<file path="config.mk">
export PLATFORM = sky130hd
export DESIGN_NAME = ma_status_integrator
export DESIGN_NICKNAME = d
export VERILOG_FILES = /design/src/rtl/ma_status_pkg.sv /design/src/rtl/ma_rdi_filter.sv /design/src/rtl/ma_pt_integrator.sv /design/src/rtl/ma_status_integrator.sv
export SDC_FILE = /design/constraint.sdc
export NUM_CORES = 1
export LEC_CHECK = 0
export ABC_AREA = 0
export BUFFER_PORTS_ARGS = -buffer_cell sky130_fd_sc_hd__buf_2
export CAP_MARGIN = 30
export CORE_MARGIN = 2
export CORE_UTILIZATION = 30
export DETAILED_ROUTE_END_ITERATION = 10
export GPL_ROUTABILITY_DRIVEN = 0
export PLACE_DENSITY = 0.57
export SLEW_MARGIN = 15
export SYNTH_ARGS = -nofsm -noshare
export SYNTH_HDL_FRONTEND = slang
export SYNTH_SLANG_ARGS = --single-unit
</file>
<file path="constraint.sdc">
create_clock -name clk -period 1.85 [get_ports clk]
set_input_delay 0.185 -clock clk [delete_from_list [all_inputs] [get_ports clk]]
set_output_delay 0.185 -clock clk [all_outputs]
set_load 0.05 [all_outputs]
</file>
<file path="src/rtl/ma_status_pkg.sv">
package ma_status_pkg;
    localparam int MA_W   = 8;
    localparam int RDI_IX = 7;
    localparam int REI_IX = 6;
    localparam int PT_HI  = 5;
    localparam int PT_LO  = 3;
    localparam int PT_W   = PT_HI - PT_LO + 1;
endpackage

</file>
<file path="src/rtl/ma_rdi_filter.sv">
module ma_rdi_filter #(
    parameter int PERSIST = 4
) (
    input  logic clk,
    input  logic rst_n,
    input  logic clr,
    input  logic strobe,
    input  logic bit_in,
    output logic state
);
    localparam int CW = (PERSIST < 2) ? 1 : $clog2(PERSIST);

    typedef struct packed {
        logic          st;
        logic [CW-1:0] run;
    } filt_t;

    filt_t r_d, r_q;

    generate
        if (PERSIST <= 1) begin : g_direct
            always_comb begin
                r_d = r_q;
                if (clr) begin
                    r_d = '0;
                end else if (strobe) begin
                    r_d.st = bit_in;
                end
            end
        end else begin : g_count
            always_comb begin
                r_d = r_q;
                if (clr) begin
                    r_d = '0;
                end else if (strobe) begin
                    if (bit_in == r_q.st) begin
                        r_d.run = '0;
                    end else if (r_q.run == CW'(PERSIST - 1)) begin
                        r_d.st  = bit_in;
                        r_d.run = '0;
                    end else begin
                        r_d.run = r_q.run + 1'b1;
                    end
                end
            end
        end
    endgenerate

    always_ff @(posedge clk or negedge rst_n) begin
        if (!rst_n) r_q <= '0;
        else        r_q <= r_d;
    end

    assign state = r_q.st;
endmodule

</file>
<file path="src/rtl/ma_pt_integrator.sv">
module ma_pt_integrator #(
    parameter int W        = 3,
    parameter int ACCEPT   = 5,
    parameter int UNSTABLE = 5
) (
    input  logic         clk,
    input  logic         rst_n,
    input  logic         clr,
    input  logic         strobe,
    input  logic [W-1:0] value,
    output logic [W-1:0] pt,
    output logic         change,
    output logic         unstable
);
    localparam int AW = $clog2(ACCEPT + 1);
    localparam int UW = $clog2(UNSTABLE + 1);

    typedef struct packed {
        logic [W-1:0]  pt;
        logic [W-1:0]  cand;
        logic [AW-1:0] run;
        logic [UW-1:0] miss;
        logic          unst;
        logic          chg;
    } integ_t;

    localparam integ_t INIT = '{pt: '0, cand: '0, run: AW'(ACCEPT),
                                miss: '0, unst: 1'b0, chg: 1'b0};

    integ_t s_d, s_q;
    logic [AW-1:0] run_next;
    logic [UW-1:0] miss_next;

    always_comb begin
        s_d       = s_q;
        s_d.chg   = 1'b0;
        run_next  = '0;
        miss_next = '0;
        if (clr) begin
            s_d = INIT;
        end else if (strobe) begin
            if (value == s_q.cand) begin
                run_next = (s_q.run == AW'(ACCEPT)) ? s_q.run : s_q.run + 1'b1;
            end else begin
                run_next = AW'(1);
            end
            s_d.cand = value;
            s_d.run  = run_next;
            if (run_next == AW'(ACCEPT)) begin
                s_d.miss = '0;
                s_d.unst = 1'b0;
                if (value != s_q.pt) begin
                    s_d.pt  = value;
                    s_d.chg = 1'b1;
                end
            end else begin
                miss_next = (s_q.miss == UW'(UNSTABLE)) ? s_q.miss : s_q.miss + 1'b1;
                s_d.miss  = miss_next;
                if (miss_next == UW'(UNSTABLE)) s_d.unst = 1'b1;
            end
        end
    end

    always_ff @(posedge clk or negedge rst_n) begin
        if (!rst_n) s_q <= INIT;
        else        s_q <= s_d;
    end

    assign pt       = s_q.pt;
    assign change   = s_q.chg;
    assign unstable = s_q.unst;
endmodule

</file>
<file path="src/rtl/ma_status_integrator.sv">
module ma_status_integrator
    import ma_status_pkg::*;
#(
    parameter int RDI_PERSIST = 4,
    parameter int PT_ACCEPT   = 5,
    parameter int PT_UNSTABLE = 5
) (
    input  logic            clk,
    input  logic            rst_n,
    input  logic [MA_W-1:0] ma_byte,
    input  logic            ma_valid,
    input  logic [PT_W-1:0] exp_pt,
    input  logic            clr,
    output logic            rdi,
    output logic            rei_pulse,
    output logic [PT_W-1:0] pt_q,
    output logic            pt_change,
    output logic            pt_unstable,
    output logic            pt_mismatch
);
    typedef struct packed {
        logic rei;
    } top_t;

    top_t t_d, t_q;

    always_comb begin
        t_d     = '0;
        t_d.rei = ma_valid && !clr && ma_byte[REI_IX];
    end

    always_ff @(posedge clk or negedge rst_n) begin
        if (!rst_n) t_q <= '0;
        else        t_q <= t_d;
    end

    ma_rdi_filter #(.PERSIST(RDI_PERSIST)) i_rdi (
        .clk    (clk),
        .rst_n  (rst_n),
        .clr    (clr),
        .strobe (ma_valid),
        .bit_in (ma_byte[RDI_IX]),
        .state  (rdi)
    );

    ma_pt_integrator #(.W(PT_W), .ACCEPT(PT_ACCEPT), .UNSTABLE(PT_UNSTABLE)) i_pt (
        .clk      (clk),
        .rst_n    (rst_n),
        .clr      (clr),
        .strobe   (ma_valid),
        .value    (ma_byte[PT_HI:PT_LO]),
        .pt       (pt_q),
        .change   (pt_change),
        .unstable (pt_unstable)
    );

    assign rei_pulse   = t_q.rei;
    assign pt_mismatch = (pt_q != exp_pt);
endmodule

</file>
==> results of run 1 <==
-- per-stage QoR --
| stage | setup slack, ns | total power [W] | std cells | utilization (%) | hold slack (ns) |
|---|---|---|---|---|---|
| floorplan | 0.154 | 0.000540 | 117 | - | -0.111 |
| global placement | 0.0672 | 0.000591 | 181 | 35.0 | 0.142 |
| detailed placement | 0.000504 | 0.000596 | 181 | 35.0 | 0.142 |
| CTS | 0.0227 | 0.000929 | 186 | 36.8 | 0.172 |
| global route | -0.000584 | 0.000971 | 188 | 37.5 | 0.193 |
| finish | 0.0776 | 0.000916 | 188 | 37.5 | 0.177 |
-- cell usage after synthesis --
library cell,instances
a211oi_1,2
a21boi_4,1
a21o_1,1
a21oi_1,9
a31o_2,1
and2_1,1
and2b_1,1
and3_1,1
and3b_1,1
buf_1,1
buf_4,3
buf_6,1
clkbuf_1,3
dfrtp_1,16
dfstp_2,2
ha_1,5
inv_1,4
mux2i_1,7
nand2_1,7
nand2b_1,5
nand3_1,5
nand3b_1,1
nand4_1,1
nand4b_1,1
nor2_1,6
nor2b_1,4
nor3_1,1
nor3_2,1
nor3b_1,3
o21ai_0,4
o21ai_1,1
o22ai_1,1
o31ai_1,1
o41ai_1,1
or2_2,2
or2b_1,1
or4b_2,1
xnor2_1,7
xor2_1,3
-- worst max path at each step --
stage                      startpoint          end  slack, ns  cells past startpoint
after floorplan           i_pt.s_q[5]   i_pt.pt[1]       0.15                      7
after global placement    i_pt.s_q[5]   i_pt.pt[0]       0.07                      6
after detailed placement  i_pt.s_q[5]   i_pt.pt[2]     0.0005                      6
after CTS                 i_pt.s_q[5]   i_pt.pt[2]       0.02                      6
after global routing      i_pt.s_q[5]   i_pt.pt[2]    -0.0006                      6
final                     i_pt.s_q[3]  i_pt.s_q[2]       0.08                      6
-- repair_timing --
item	CTS	global route
endpoints found under the setup margin	1	4
setup buffers	0	2
pin swaps	0	1
endpoints found under the hold margin	16	0
hold buffers	1	0
gates resized for setup	1	3
-- registers in the layout (all words and copies together), names as in the netlist --
register and cells:
i_pt.s_q 9, i_pt.pt 3, i_rdi.r_q 2, i_pt.change 1, i_pt.unstable 1, i_rdi.state 1, rei_pulse 1
-- layer usage --
metal  vias up  track usage (%)  share of wire [%]
met5         -                0                  0
met4         0             7.81                2.8
met3         5             1.71                1.8
met2        10             20.0                 50
met1       425             14.5                 46
li1        450                -                  -
-- cell type report --
type,count,area [um2],area share (%)
Clock buffer,4,55.1,4.04
Inverter,4,15.0,1.10
Multi-Input combinational cell,87,623,45.7
Sequential cell,18,453,33.2
Tap cell,48,60.1,4.40
Timing Repair Buffer,27,158,11.6
-- worst max-delay path, delay by kind of cell (launching register included) --
kind | cells | cell delay [ns]
AOI/OAI and AO/OA | 2 | 0.24
adders and majority gates | 1 | 0.21
buffers and inverters | 1 | 0.07
DFF | 1 | 0.38
and+or+nand+nor | 2 | 0.83
-- cell families after synthesis --
logic type / count (synthesis)
xor gates and xnor gates: 10
DFF: 18
and+or+nand+nor: 43
buffers and inverters: 12
adders and majority gates: 5
muxes: 7
AOI/OAI and AO/OA: 22
-- power by group --
group / leakage, nW / total (W) / switching (W) / internal, W
Clock: 0.0288 / 0.000322 / 0.000133 / 0.000189
Combinational: 0.348 / 0.000170 / 0.0000956 / 0.0000744
Sequential: 0.240 / 0.000424 / 0.0000131 / 0.000411
Total: 0.616 / 0.000916 / 0.000242 / 0.000674
==> impl_metrics.json, run 1 <==
{
  "status": "finished, final reports clean",
  "synth.distinct_cells": 39,
  "drt_iter0_drc": 11,
  "hold_end": "rei_pulse",
  "diodes": 0,
  "drc": 0,
  "grt_pass1_vias": 892,
  "dp.final_hpwl_um": 1590,
  "place_area_um2": 1270,
  "core_area_um2": 3630,
  "grt_pass1_wl_um": 4000,
  "finalSetupViolCount": 0,
  "yosys_warnings": 0,
  "max_freq_ghz": 0.564,
  "criticalPathCategory": "flip-flop to flip-flop",
  "nFillCells": 374,
  "synth_top_family_by_area": "simple AND/OR/NAND/NOR gates",
  "syn2layout_area_growth_pct": 20.8,
  "synth_xor_area_share_pct": 7.76,
  "cp_slowest_stage_delay_ns": 0.64,
  "core.rowCount": 22,
  "fin_area_um2": 1360,
  "postSynthNetCount": 137,
  "whs_path_depth": 2,
  "fin_setup_tns_ns": 0,
  "final_common_cell": "buf_2",
  "die_x_um": 65.3,
  "hp-class": "input pin to flip-flop",
  "avgSynthCellArea_um2": 9.65,
  "synth_seq_area_share_pct": 40.1,
  "finalCritPeriodShare_pct": 95.8,
  "synth_adder_area_share_pct": 5.54,
  "cts_root_buf": "clkbuf_8",
  "endpoint_kind": "flip-flop",
  "clkLatencyLatePin_ns": 0.25,
  "synth_area_leader_cell": "dfrtp_1",
  "clockBufferDepth": 2,
  "ff2ff_path_depth": 6,
  "synth-seq-cells": 18,
  "worstMarginPinSlew_ns": 0.421,
  "via_per_inst": 4.73,
  "gr-total-overflow": 0,
  "wl_per_cell_um": 11.7,
  "cts_tree": "done",
  "ir_worst_vdd_mv": 0.206,
  "vias": 890,
  "clk_pin_slew_ns": 0.07,
  "nets": 161,
  "finalHoldViolCount": 0,
  "crit_slowest_cell": "or4b_2",
  "start_util_pct": 31.1,
  "fin_skew_ns": 0.00179,
  "path_cells": "inv_1, ha_1, and2_1, or4b_2, a21oi_2, a21o_1",
  "wirelength_um": 2190,
  "htreeDepth": 1,
  "detail-route-antenna-nets": 0,
  "critPathLaunchType": "flip-flop",
  "syn_area_um2": 1130,
  "synth_compound_area_share_pct": 12.6,
  "cts.sinks": 18,
  "powerDensity_nw_per_um2": 672,
  "final.min_clock_period_ns": 1.77,
  "synthSimpleGateAreaFrac_pct": 22.1,
  "synth_top_area_share_pct": 35.5,
  "leakagePower_nw": 0.616,
  "antenna_found_initial": 0,
  "most-common-layout-cells": "buf_2 (19), dfrtp_1 (16), a21oi_1 (8)",
  "path_max_fanout": 5,
  "drive_above_1_share_pct": 29.3,
  "min_from": "ma_byte[6]",
  "grt_max_degree": 23,
  "cp.arrival_ns": 1.97,
  "worstReg2RegStart": "i_pt.s_q[3]",
  "synth_mux_area_share_pct": 6.21,
  "synth_area_leaders": "dfrtp_1 (35%), mux2i_1 (6.2%), ha_1 (5.5%)",
  "drv_slew": 0,
  "critPathRequiredTime_ns": 2.05,
  "r2r_setup_slack_ns": 0.08,
  "pin_count": 23,
  "slew_headroom_pct": 71.9,
  "maxCapViolCount": 0,
  "r2r_end": "i_pt.s_q[2]",
  "io_buffers": 19,
  "dieArea_um2": 4270,
  "cts_made_buffers": 3,
  "firstDrtPassIters": 4,
  "fp.dieH_um": 65.3,
  "syn_inst": 117,
  "grt_usage_pct": 12.1
}
No activity file was read; power rests on OpenSTA's default activity.
==> run 2: changes to the inputs <==
--- a/config.mk
+++ b/config.mk
@@ -9,11 +9,12 @@
 export BUFFER_PORTS_ARGS = -buffer_cell sky130_fd_sc_hd__buf_2
 export CAP_MARGIN = 30
 export CORE_MARGIN = 2
-export CORE_UTILIZATION = 30
+export CORE_UTILIZATION = 40
 export DETAILED_ROUTE_END_ITERATION = 10
 export GPL_ROUTABILITY_DRIVEN = 0
-export PLACE_DENSITY = 0.57
+export PLACE_DENSITY = 0.69
 export SLEW_MARGIN = 15
 export SYNTH_ARGS = -nofsm -noshare
 export SYNTH_HDL_FRONTEND = slang
+export SYNTH_HIERARCHICAL = 1
 export SYNTH_SLANG_ARGS = --single-unit
==> impl_metrics.json, run 2 <==
{
  "status": "finished, violations left",
  "failed_checks": "setup timing",
  "diodes": 0,
  "avgSynthCellArea_um2": 9.61,
  "vias": 933,
  "drive_above_1_share_pct": 30.0,
  "clockBufferDepth": 2,
  "yosysMostFrequentCell": "dfrtp_1",
  "critPathLaunchType": "flip-flop",
  "criticalPathCategory": "flip-flop to flip-flop",
  "cts_made_buffers": 3,
  "cts_tree": "done",
  "ys.flop_type": "dfrtp_1",
  "fp.dieH_um": 56.6,
  "nets": 161,
  "die_x_um": 56.6,
  "async_flop_share_pct": 100,
  "cts.sinks": 18,
  "cts_root_buf": "clkbuf_4",
  "postSynthNetCount": 135,
  "dieArea_um2": 3200,
  "critPathRequiredTime_ns": 2.05,
  "grt_pass1_vias": 987,
  "slew_headroom_pct": 70.6,
  "yosys_warnings": 6,
  "endpoint_kind": "flip-flop",
  "synth_seq_area_share_pct": 41.0,
  "drv_slew": 0,
  "most-common-layout-cells": "buf_2 (19), dfrtp_1 (16), a21oi_1 (13), nor2_1 (10), xnor2_1 (7)",
  "start_util_pct": 41.1,
  "detail-route-antenna-nets": 0,
  "crit_slowest_cell": "dfstp_2",
  "ir_worst_vdd_mv": 0.487,
  "final.min_clock_period_ns": 1.86,
  "finalHoldViolCount": 0,
  "wirelength_um": 2280,
  "antenna_found_initial": 0,
  "grt_pass1_wl_um": 4080,
  "finalCritPeriodShare_pct": 100,
  "syn_inst": 115,
  "synth-seq-cells": 18,
  "firstDrtPassIters": 4,
  "htreeDepth": 1,
  "nFillCells": 261,
  "synth_area_leaders": "dfrtp_1 (36%), a21oi_1 (5.9%), ha_1 (5.7%)",
  "fin_skew_ns": 0.00771,
  "dp.final_hpwl_um": 1670,
  "grt_max_degree": 21,
  "worstMarginPinSlew_ns": 0.437,
  "leakagePower_nw": 0.589,
  "clk_pin_slew_ns": 0.09,
  "drc": 0,
  "grt_setup_unrepaired": "true",
  "hp-class": "input pin to flip-flop",
  "via_per_inst": 5.46,
  "gr-total-overflow": 0,
  "final_common_cell": "buf_2",
  "maxCapViolCount": 0,
  "path_max_fanout": 4,
  "drt_iter0_drc": 23,
  "dpl.cell_count": 162,
  "core.rowCount": 19,
  "core_area_um2": 2690,
  "cp_slowest_stage_delay_ns": 0.62,
  "place_ws_ns": -0.0440,
  "synth_top_area_share_pct": 36.2,
  "pin_count": 23,
  "syn_area_um2": 1100,
  "final_cells": 171,
  "largest-register": "i_pt/s_q",
  "io_buffers": 19,
  "layout_setup_ws_ns": -0.00677,
  "largest_reg_flops": 9,
  "path_cells": "ha_4, and2b_1, o21ai_2, a21oi_1, buf_4, a31o_1, a211oi_1",
  "cp.arrival_ns": 2.05,
  "synth.distinct_cells": 35,
  "clkLatencyLatePin_ns": 0.29,
  "syn2layout_area_growth_pct": 20.8,
  "synth_edf_count": 0,
  "ys_top_cells_by_count": "dfrtp_1 (16), a21oi_1 (13), nor2_1 (10)",
  "finalSetupViolCount": 1,
  "synth_area_leader_cell": "dfrtp_1",
  "grt_usage_pct": 15.9,
  "max_freq_ghz": 0.539,
  "wl_per_cell_um": 13.3,
  "powerDensity_nw_per_um2": 591
}
==> run 2: power by group <==
group / switching [W] / internal [W] / total (W)
clock network: 0.000118 / 0.0000837 / 0.000201
registers: 0.0000163 / 0.000409 / 0.000425
logic: 0.0000925 / 0.0000704 / 0.000163
==> run 2: stage by stage <==
step                      utilization, %  power, W  cell area [um2]  hold WS [ns]  TNS (ns)
after global routing                49.7  0.000834             1340         0.129    -0.132
after global placement              45.6  0.000577             1220         0.134         0
after CTS                           47.3  0.000789             1270        0.0993         0
final                               49.7  0.000790             1340         0.110  -0.00677
after floorplan                        -  0.000530             1100        -0.111         0
after detailed placement            45.6  0.000584             1220         0.136    -0.101
==> run 2: cell families after synthesis <==
logic type | count (synthesis) | synth area share, %
muxes | 4 | 3.62
xor gates and xnor gates | 10 | 7.93
adders and majority gates | 5 | 5.66
and+or+nand+nor | 40 | 20.3
buffers and inverters | 10 | 4.42
AOI/OAI and AO/OA | 28 | 17.1
DFF | 18 | 41.0
==> run 2: layer usage <==
layer  vias up  wire, um  track usage (%)
met3         4        65             1.84
li1        452         -                -
met5         -         0                0
met1       463       924             19.0
met2        14      1260             28.4
met4         0        23             7.14
==> run 2: repair_timing <==
item / in CTS / in global routing
pin swaps: 1 / 1
resized for setup: 1 / 9
endpoints found under the hold margin: 16 / 0
setup endpoints to repair: 4 / 5
hold buffers: 1 / 0
setup buffers: 1 / 3
==> run 2: worst max-delay path, delay by kind of cell, from the launching register on <==
family,cells,cell delay (ns)
AO/OA/AOI/OAI,4,0.61
adder cells (fa/ha/maj),1,0.22
buffers and inverters,1,0.16
flip-flops,1,0.62
AND/OR/NAND/NOR,1,0.17
==> run 2: cell type report <==
class                      count  area (um2)  area share (%)
clock buffer                   4        26.3            1.97
inverter                       5        18.8            1.41
multi-input combinational     87         644            48.3
sequential                    18         453            33.9
tap                           31        38.8            2.91
timing repair buffer          26         154            11.5
==> run 2: path summary, 6_finish.rpt <==
path | depth (start not counted) | to | slack [ns] | from
max | 7 | i_pt/s_q[4] | -0.007 | i_pt/s_q[5]
min | 3 | rei_pulse | 0.11 | ma_byte[6]
max reg2reg | 7 | i_pt/s_q[4] | -0.007 | i_pt/s_q[5]
min reg2reg | 1 | i_rdi/r_q[1] | 0.51 | i_rdi/r_q[1]
max in group asynchronous | 2 | i_pt/s_q[5] | 1.18 | rst_n
min in group asynchronous | 2 | i_pt/pt[1] | 0.34 | rst_n
==> run 3: changes to the inputs <==
--- a/config.mk
+++ b/config.mk
@@ -10,6 +10,7 @@
 export CAP_MARGIN = 30
 export CORE_MARGIN = 2
 export CORE_UTILIZATION = 40
+export CTS_BUF_LIST = sky130_fd_sc_hd__clkbuf_4
 export DETAILED_ROUTE_END_ITERATION = 10
 export GPL_ROUTABILITY_DRIVEN = 0
 export PLACE_DENSITY = 0.69
==> impl_metrics.json, run 3 (synthesis gave the netlist of run 2 again) <==
{
  "grt_max_degree": 21,
  "endpoint_kind": "flip-flop",
  "grt_pass1_vias": 987,
  "grt.met2_usage_pct": 28.4,
  "wirelength_um": 2300,
  "antenna_found_initial": 0,
  "largest-register": "i_pt/s_q",
  "path_cells": "ha_4, and2b_1, o21ai_2, a21oi_1, buf_4, a31o_1, a211oi_1",
  "detail-route-antenna-nets": 0,
  "r2r_setup_slack_ns": -0.007,
  "finalSetupViolCount": 1,
  "dp.final_hpwl_um": 1670,
  "cts_made_buffers": 3,
  "status": "finished, violations left",
  "worstReg2RegStart": "i_pt/s_q[5]",
  "crit_family": "flip-flops",
  "cts_root_buf": "clkbuf_4",
  "fin_skew_ns": 0.00778,
  "pin_count": 23,
  "grt_setup_unrepaired": "true",
  "met3_usage_pct": 1.84,
  "htreeDepth": 1,
  "fin_setup_tns_ns": -0.00741,
  "firstDrtPassIters": 4,
  "diodes": 0,
  "clk_pin_slew_ns": 0.10,
  "final.min_clock_period_ns": 1.86,
  "drive_above_1_share_pct": 30.7,
  "start_util_pct": 41.1,
  "place_ws_ns": -0.0440,
  "finalCritPeriodShare_pct": 100,
  "crit_slowest_cell": "dfstp_2",
  "cp.buffers_inverters": 1,
  "core.rowCount": 19,
  "final_cells": 171,
  "fp.dieH_um": 56.6,
  "max_freq_ghz": 0.538,
  "via_per_inst": 5.41,
  "met1_usage_pct": 19.0,
  "maxCapViolCount": 0,
  "most-common-layout-cells": "buf_2 (19), dfrtp_1 (16), a21oi_1 (13), nor2_1 (10), xnor2_1 (7)",
  "clkLatencyLatePin_ns": 0.29,
  "slew_headroom_pct": 70.8,
  "finalHoldViolCount": 0,
  "powerDensity_nw_per_um2": 603,
  "layout_setup_ws_ns": -0.00741,
  "final_common_cell": "buf_2",
  "worstMarginPinSlew_ns": 0.435,
  "nets": 161,
  "endpoint": "i_pt/s_q[4]",
  "die_x_um": 56.6,
  "vias": 925,
  "drc": 0,
  "grt_busiest_layer": "met2",
  "drv_slew": 0,
  "dieArea_um2": 3200,
  "ff2ff_path_depth": 7,
  "grt_pass1_wl_um": 4080,
  "core_area_um2": 2690,
  "drt_iter0_drc": 17,
  "critPathLaunchType": "flip-flop",
  "grt_usage_pct": 15.9,
  "critPathRequiredTime_ns": 2.05,
  "r2r_end": "i_pt/s_q[4]",
  "ir_worst_vdd_mv": 0.490,
  "largest_reg_flops": 9,
  "hp-class": "input pin to flip-flop",
  "cp.arrival_ns": 2.06,
  "failed_checks": "setup timing",
  "wl_per_cell_um": 13.4,
  "clockBufferDepth": 2,
  "gr-total-overflow": 0,
  "io_buffers": 19,
  "cp_slowest_stage_delay_ns": 0.62,
  "cts_tree": "done",
  "criticalPathCategory": "flip-flop to flip-flop",
  "leakagePower_nw": 0.592,
  "cts.sinks": 18,
  "dpl.cell_count": 162,
  "cp_num_cells": 7,
  "cp-startpoint": "i_pt/s_q[5]",
  "syn2layout_area_growth_pct": 21.2,
  "path_max_fanout": 4
}
## run 3: changes by cell type in the layout (fill, tap and decap cells not counted)
cell / previous run / this run
clkbuf_4: 3 / 4
clkbuf_1: 1 / 0
## run 3: worst min path at each step
stage	startpoint	end	slack [ns]	cells after the start
2_1_floorplan	rst_n	i_pt/change	-0.11	0
5_1_grt	ma_byte[6]	rei_pulse	0.13	3
6_report	ma_byte[6]	rei_pulse	0.11	3
4_1_cts	ma_byte[6]	rei_pulse	0.1	3
3_3_place_gp	rst_n	i_rdi/r_q[0]	0.13	1
3_5_place_dp	rst_n	i_pt/pt[1]	0.14	1
## run 3: power by group
group          switching (W)  internal (W)
clock               0.000120     0.0000985
sequential         0.0000165      0.000409
combinational      0.0000927     0.0000703
## run 3: worst register-to-register path, cell delays in order (launching register included)
cell and delay, ns:
dfstp_2 0.62, ha_4 0.23, and2b_1 0.17, o21ai_2 0.10, a21oi_1 0.10, buf_4 0.16, a31o_1 0.18, a211oi_1 0.23
## run 3: final cells by class
cell class	instances	area, um2
multi-input combinational	87	644
tap	31	38.8
inverter	5	18.8
timing repair buffer	26	154
fill	260	1350
clock buffer	4	30.0
sequential	18	453
## run 3: stage by stage
| step | area, um2 | total power, W | utilization, % | hold WS [ns] |
|---|---|---|---|---|
| global placement | 1220 | 0.000577 | 45.6 | 0.134 |
| CTS | 1270 | 0.000805 | 47.4 | 0.0968 |
| detailed placement | 1220 | 0.000584 | 45.6 | 0.136 |
| global route | 1340 | 0.000849 | 49.8 | 0.128 |
| floorplan | 1100 | 0.000530 | - | -0.111 |
| finish | 1340 | 0.000807 | 49.8 | 0.106 |
## run 3: repair_timing
action / in CTS / in global routing
endpoints found under the setup margin: 4 / 5
pin swaps: 1 / 1
hold endpoints to repair: 16 / 0
hold buffers: 1 / 0
buffers inserted: 1 / 3
gates resized for setup: 1 / 9
## run 3: metal layers
layer  routed length, um  up-vias
met2                1270       13
met3                  61        4
li1                    -      454
met5                   0        -
met4                  23        0
met1                 943      454
